[src/rtl/dapbi_pkg.sv]
// Shared types and helpers for the duplicated-wire invert codec.
// Assumes nothing beyond elaboration-time constant arguments.
package dapbi_pkg;

    // Which received copy the decoder trusts.
    typedef enum logic {
        COPY_EVEN = 1'b0,
        COPY_ODD  = 1'b1
    } dapbi_copy_e;

    // True when complementing n XOR inputs flips the XOR result.
    function automatic logic flips_parity(input int unsigned n);
        return logic'(n % 2);
    endfunction

endpackage

[src/rtl/dapbi_popcount.sv]
// Counts the ones in a vector. Purely combinational.
// Assumes CW is wide enough to hold W.
module dapbi_popcount #(
    parameter int W  = 18,
    parameter int CW = $clog2(W + 1)
) (
    input  logic [W-1:0]  vec_i,
    output logic [CW-1:0] cnt_o
);

    // Sum every bit of the vector.
    always_comb begin
        cnt_o = '0;
        for (int i = 0; i < W; i++) begin
            cnt_o = cnt_o + CW'(vec_i[i]);
        end
    end

endmodule

[src/rtl/dapbi_spread.sv]
// Drives each of N bits onto two neighbouring wires (2i, 2i+1).
// Assumes the consumer expects that interleaved layout.
module dapbi_spread #(
    parameter int N = 9
) (
    input  logic [N-1:0]   bits_i,
    output logic [2*N-1:0] wires_o
);

    for (genvar i = 0; i < N; i++) begin : g_pair
        assign wires_o[2*i]   = bits_i[i];
        assign wires_o[2*i+1] = bits_i[i];
    end

endmodule

[src/rtl/dapbi_enc.sv]
// Encoder: duplicates data and flag, decides on inversion against the
// last sent word, patches a parity computed from the raw data, and
// registers the result. Assumes a single clock and synchronous reset.
module dapbi_enc #(
    parameter int K = 8
) (
    input  logic               clk,
    input  logic               rst_n,
    input  logic               vld_i,
    input  logic [K-1:0]       data_i,
    output logic [2*K+2:0]     bus_o,
    output logic               vld_o
);
    import dapbi_pkg::*;

    localparam int NW = K + 1;
    localparam int DW = 2 * NW;
    localparam int BW = DW + 1;
    localparam int CW = $clog2(DW + 1);
    localparam logic [CW-1:0] HALF  = CW'(NW);
    localparam logic          PATCH = flips_parity(NW);

    logic [NW-1:0] plain_w;
    logic [DW-1:0] cand_w;
    logic [DW-1:0] sent_w;
    logic [CW-1:0] flips_w;
    logic          inv_w;
    logic          raw_par_w;
    logic          par_w;
    logic [BW-1:0] bus_q;
    logic          vld_q;

    assign plain_w = {1'b0, data_i};

    dapbi_spread #(.N(NW)) u_spread (
        .bits_i  (plain_w),
        .wires_o (cand_w)
    );

    dapbi_popcount #(.W(DW), .CW(CW)) u_flips (
        .vec_i (cand_w ^ bus_q[DW-1:0]),
        .cnt_o (flips_w)
    );

    // Inversion decision, raw parity and the patch run side by side.
    always_comb begin
        inv_w     = (flips_w > HALF);
        raw_par_w = ^data_i;
        par_w     = raw_par_w ^ (inv_w & PATCH);
        sent_w    = inv_w ? ~cand_w : cand_w;
    end

    // Register the wire word; the stored word doubles as history.
    always_ff @(posedge clk) begin
        if (!rst_n) begin
            bus_q <= '0;
            vld_q <= 1'b0;
        end else begin
            vld_q <= vld_i;
            if (vld_i) begin
                bus_q <= {par_w, sent_w};
            end
        end
    end

    assign bus_o = bus_q;
    assign vld_o = vld_q;

endmodule

[src/rtl/dapbi_dec.sv]
// Decoder: rebuilds parity from the even copy, selects a copy, then
// removes the inversion and registers the word. Assumes at most one
// wire in error per word.
module dapbi_dec #(
    parameter int K = 8
) (
    input  logic           clk,
    input  logic           rst_n,
    input  logic           vld_i,
    input  logic [2*K+2:0] bus_i,
    output logic           vld_o,
    output logic [K-1:0]   data_o
);
    import dapbi_pkg::*;

    localparam int NW = K + 1;
    localparam int DW = 2 * NW;

    logic [NW-1:0] even_w;
    logic [NW-1:0] odd_w;
    logic [NW-1:0] pick_w;
    logic          regen_w;
    dapbi_copy_e   sel_w;
    logic [K-1:0]  plain_w;
    logic [K-1:0]  data_q;
    logic          vld_q;

    for (genvar i = 0; i < NW; i++) begin : g_split
        assign even_w[i] = bus_i[2*i];
        assign odd_w[i]  = bus_i[2*i+1];
    end

    // Correct first, then undo the inversion with the corrected flag.
    always_comb begin
        regen_w = ^even_w;
        sel_w   = (regen_w == bus_i[DW]) ? COPY_EVEN : COPY_ODD;
        pick_w  = (sel_w == COPY_EVEN) ? even_w : odd_w;
        plain_w = pick_w[K-1:0] ^ {K{pick_w[K]}};
    end

    // Capture the decoded word on valid transfers only.
    always_ff @(posedge clk) begin
        if (!rst_n) begin
            data_q <= '0;
            vld_q  <= 1'b0;
        end else begin
            vld_q <= vld_i;
            if (vld_i) begin
                data_q <= plain_w;
            end
        end
    end

    assign data_o = data_q;
    assign vld_o  = vld_q;

endmodule

[src/rtl/dapbi_codec.sv]
// Top: encoder and decoder halves of the duplicated-wire invert codec.
// Assumes bus_i is the far end of the wires driven by bus_o.
module dapbi_codec #(
    parameter int K = 8
) (
    input  logic           clk,
    input  logic           rst_n,
    input  logic           enc_vld_i,
    input  logic [K-1:0]   enc_data_i,
    output logic [2*K+2:0] bus_o,
    output logic           bus_vld_o,
    input  logic [2*K+2:0] bus_i,
    input  logic           bus_vld_i,
    output logic           dec_vld_o,
    output logic [K-1:0]   dec_data_o
);

    dapbi_enc #(.K(K)) u_enc (
        .clk    (clk),
        .rst_n  (rst_n),
        .vld_i  (enc_vld_i),
        .data_i (enc_data_i),
        .bus_o  (bus_o),
        .vld_o  (bus_vld_o)
    );

    dapbi_dec #(.K(K)) u_dec (
        .clk    (clk),
        .rst_n  (rst_n),
        .vld_i  (bus_vld_i),
        .bus_i  (bus_i),
        .vld_o  (dec_vld_o),
        .data_o (dec_data_o)
    );

endmodule

[config.mk]
export PLATFORM = sky130hd
export DESIGN_NAME = dapbi_codec
export DESIGN_NICKNAME = d
export VERILOG_FILES = /design/src/rtl/dapbi_pkg.sv /design/src/rtl/dapbi_popcount.sv /design/src/rtl/dapbi_spread.sv /design/src/rtl/dapbi_enc.sv /design/src/rtl/dapbi_dec.sv /design/src/rtl/dapbi_codec.sv
export SDC_FILE = /design/constraint.sdc
export NUM_CORES = 1
export LEC_CHECK = 0
export BUFFER_PORTS_ARGS = -buffer_cell sky130_fd_sc_hd__buf_2
export CORE_MARGIN = 2
export CORE_UTILIZATION = 50
export DETAILED_ROUTE_END_ITERATION = 7
export PLACE_DENSITY = 0.76
export SLEW_MARGIN = 20
export SYNTH_ARGS = -nofsm -noshare
export SYNTH_HDL_FRONTEND = slang
export SYNTH_SLANG_ARGS = --single-unit
[constraint.sdc]
create_clock -name clk -period 11.4 [get_ports clk]
set_clock_uncertainty 0.05 [all_clocks]
set_input_delay 0.57 -clock clk [delete_from_list [all_inputs] [get_ports clk]]
set_output_delay 0.57 -clock clk [all_outputs]
set_load 0.01 [all_outputs]
==> metrics <==
status finished clean; DR pass1 iterations 4; slowest library cell on the worst path fa_1; # diodes 0; Syn Area/Cell 8.48 µm²; core area 4260 µm²; clock buffer count from CTS 3; Yosys Warn Count 0; final hold vios 0; CP required 11.56 ns; Chip Height 70.0 µm; Fillers 409; Max Freq 0.198 GHz; Arrival @ worst endpoint 5.22 ns; # nets final 342; CP max FO 17; clk sink count 20; post-DR vias/cell 5.37; CP Cell Sequence buf_2, xnor2_1, inv_1, fa_1, inv_1, fa_1, inv_1, fa_1, inv_1, fa_1, inv_1, ha_1, inv_1, fa_1, xor2_1, a21boi_1, mux2_2, nor2_1, xnor3_1, a21oi_1; CP Capture Type flip-flop; Area growth, synth to finish 12.4%; die area 4900 µm²; CP Class primary input to flip-flop; WP buf/inv 7; crit path time final 5.06 ns; Mapped Nets 305; die span in x 70.0 µm; CTS Hold Bufs 0; post-DP HPWL 3370 µm; Post CTS Setup Buffer Count 0; Seq/Total Area, Yosys 0.184; Worst Max-Slew Pin Slew 0.663 ns; worst-skew pair later-pin latency 0.27 ns; Synth area leaders dfxtp_1, xnor2_1, fa_1, xor2_1, ha_1; mapped cell area 2180 µm²; cell mode on critical path inv_1; CP delay by family, top adder cells; crit share post-route 0.444; Hold Crit Class flip-flop to flip-flop; Post-CTS Resized 0; Setup-failing EPs final 0; # port buffers 59; CTS tree yes; setup TNS after final layout 0 ns; GPL Wtd Cong 0.857; DRC violations left 0; Max Cap Violations 0; vias in the first global route 1639; gate count of the mapped netlist 257; WHS 0.466 ns; initial core utilization 0.511; via count 1853; Slew Limit Fails 0; total wire length 4460 µm; clock transition at the registers of the reported paths 0.08 ns; RSZ-0062 raised after global routing no; H-tree depth 1; largest net degree at the start of global routing 25; Iteration-0 DRC Markers 65; Total Routing Usage GR 0.184; top cell type's share of synthesized area 0.184; Final ANT Viol Nets 0; wire per inst 12.9 µm; Synth Register Bits 20; Synth cell types 42; first-pass GRT wire length 7390 µm; CP Launch Type primary input; IO Pins 60; layout cells sized above 1 0.256; CTS Root Cell clkbuf_8; Critical Path Max Stage Delay 0.55 ns; cell taking the most area after synthesis dfxtp_1; relative slew slack 0.558; initial antenna violation count 0; CTS Buffer Depth 2; total gr overflow 0; num rows 24
## through the flow
step,utilization,area (µm²),setup slack (ns),cells
final,0.575,2450,6.34,345
after floorplan,-,2180,6.60,257
after detailed placement,0.558,2380,6.03,341
after global placement,0.558,2380,6.19,341
after CTS,0.575,2450,6.32,345
after global routing,0.575,2450,6.04,345
## flip-flops by register name, summed over array words and instances (netlist names)
signal / cells
u_enc.vld_o: 1
u_dec.vld_o: 1
u_enc.bus_o: 10
u_dec.data_o: 8
## worst paths after layout
path / from / to / slack [ns] / cells after the start
max: enc_data_i[2] / u_enc.bus_o[18]$_SDFFE_PN0P_ / 6.34 / 20
min: u_enc.bus_o[9]$_SDFFE_PN0P_ / u_enc.bus_o[9]$_SDFFE_PN0P_ / 0.47 / 2
max reg2reg: u_enc.bus_o[5]$_SDFFE_PN0P_ / u_enc.bus_o[18]$_SDFFE_PN0P_ / 6.39 / 19
min reg2reg: u_enc.bus_o[9]$_SDFFE_PN0P_ / u_enc.bus_o[9]$_SDFFE_PN0P_ / 0.47 / 2
## cell usage after synthesis, drive strengths merged
| cell | n |
|---|---|
| xor2 | 14 |
| o311ai | 5 |
| a211oi | 7 |
| nor2b | 2 |
| nand2b | 10 |
| o22ai | 5 |
| mux2 | 2 |
| ha | 9 |
| a31oi | 5 |
| nand2 | 14 |
| xnor2 | 28 |
| nor2 | 10 |
| or3b | 1 |
| maj3 | 1 |
| fa | 8 |
| xnor3 | 2 |
| buf | 17 |
| mux2i | 2 |
| clkbuf | 10 |
| dfxtp | 20 |
| clkinv | 1 |
| or3 | 5 |
| nand3b | 8 |
| and2 | 2 |
| a21oi | 14 |
| or2 | 1 |
| inv | 15 |
| nor3 | 8 |
| o221ai | 1 |
| o21ai | 22 |
| a21o | 2 |
| a21boi | 6 |
## area by class of cell
cell class	count	area, µm²	share of cell area
clock buffers	3	41.3	0.0169
inverters	16	60.1	0.0245
well taps	52	65.1	0.0266
flip-flops and latches	20	400	0.163
repair buffers	59	295	0.121
clock inverters	1	30.0	0.0123
multi-input cells	194	1560	0.636
## cells by family (layout without fill, tap and decap cells)
group                    after synthesis  in the layout  synth area share
XOR/XNOR                              44             44             0.226
AND/OR/NAND/NOR                       61             61             0.150
AO/OA/AOI/OAI                         67             67             0.189
flip-flops                            20             20             0.184
multiplexers                           4              4            0.0195
buffers and inverters                 43             79             0.102
adder cells (fa/ha/maj)               18             18             0.130
## metal layers
layer	vias up	wire [µm]	GRT usage
met3	5	236	0.0245
li1	937	-	-
met5	-	0	0
met1	859	1970	0.241
met2	52	2200	0.317
met4	0	50	0.0513
## tightest hold or removal path: cells and delay by family (launching register included)
kind | cells | cell delay (ns)
DFF | 1 | 0.34
and+or+nand+nor | 1 | 0.07
AOI/OAI and AO/OA | 1 | 0.06
## placed cells by master (no fill, tap or decap), types with 2 or more instances in the layout
| cell | synthesis | final |
|---|---|---|
| a31oi_1 | 5 | 5 |
| a21oi_1 | 14 | 14 |
| and2_1 | 2 | 2 |
| xnor2_1 | 23 | 23 |
| nand2b_1 | 10 | 10 |
| inv_1 | 15 | 15 |
| o311ai_0 | 4 | 4 |
| nand2_1 | 14 | 14 |
| dfxtp_1 | 20 | 20 |
| mux2i_1 | 2 | 2 |
| or3_1 | 5 | 5 |
| nand3b_1 | 8 | 8 |
| mux2_2 | 2 | 2 |
| o22ai_1 | 5 | 5 |
| clkbuf_8 | 0 | 3 |
| xor2_1 | 13 | 13 |
| nor3_1 | 8 | 8 |
| a21o_1 | 2 | 2 |
| buf_2 | 0 | 59 |
| o21ai_0 | 13 | 13 |
| nor2b_1 | 2 | 2 |
| a21boi_1 | 2 | 2 |
| fa_1 | 8 | 8 |
| a211oi_1 | 6 | 6 |
| ha_1 | 9 | 9 |
| o21ai_1 | 9 | 9 |
| xnor2_2 | 2 | 2 |
| xnor2_4 | 3 | 3 |
| a21boi_0 | 4 | 4 |
| nor2_1 | 10 | 10 |
Power is left out: the tool's default activity adds up to more than one toggle a clock period on the data nets, which glitch-free logic cannot reach.
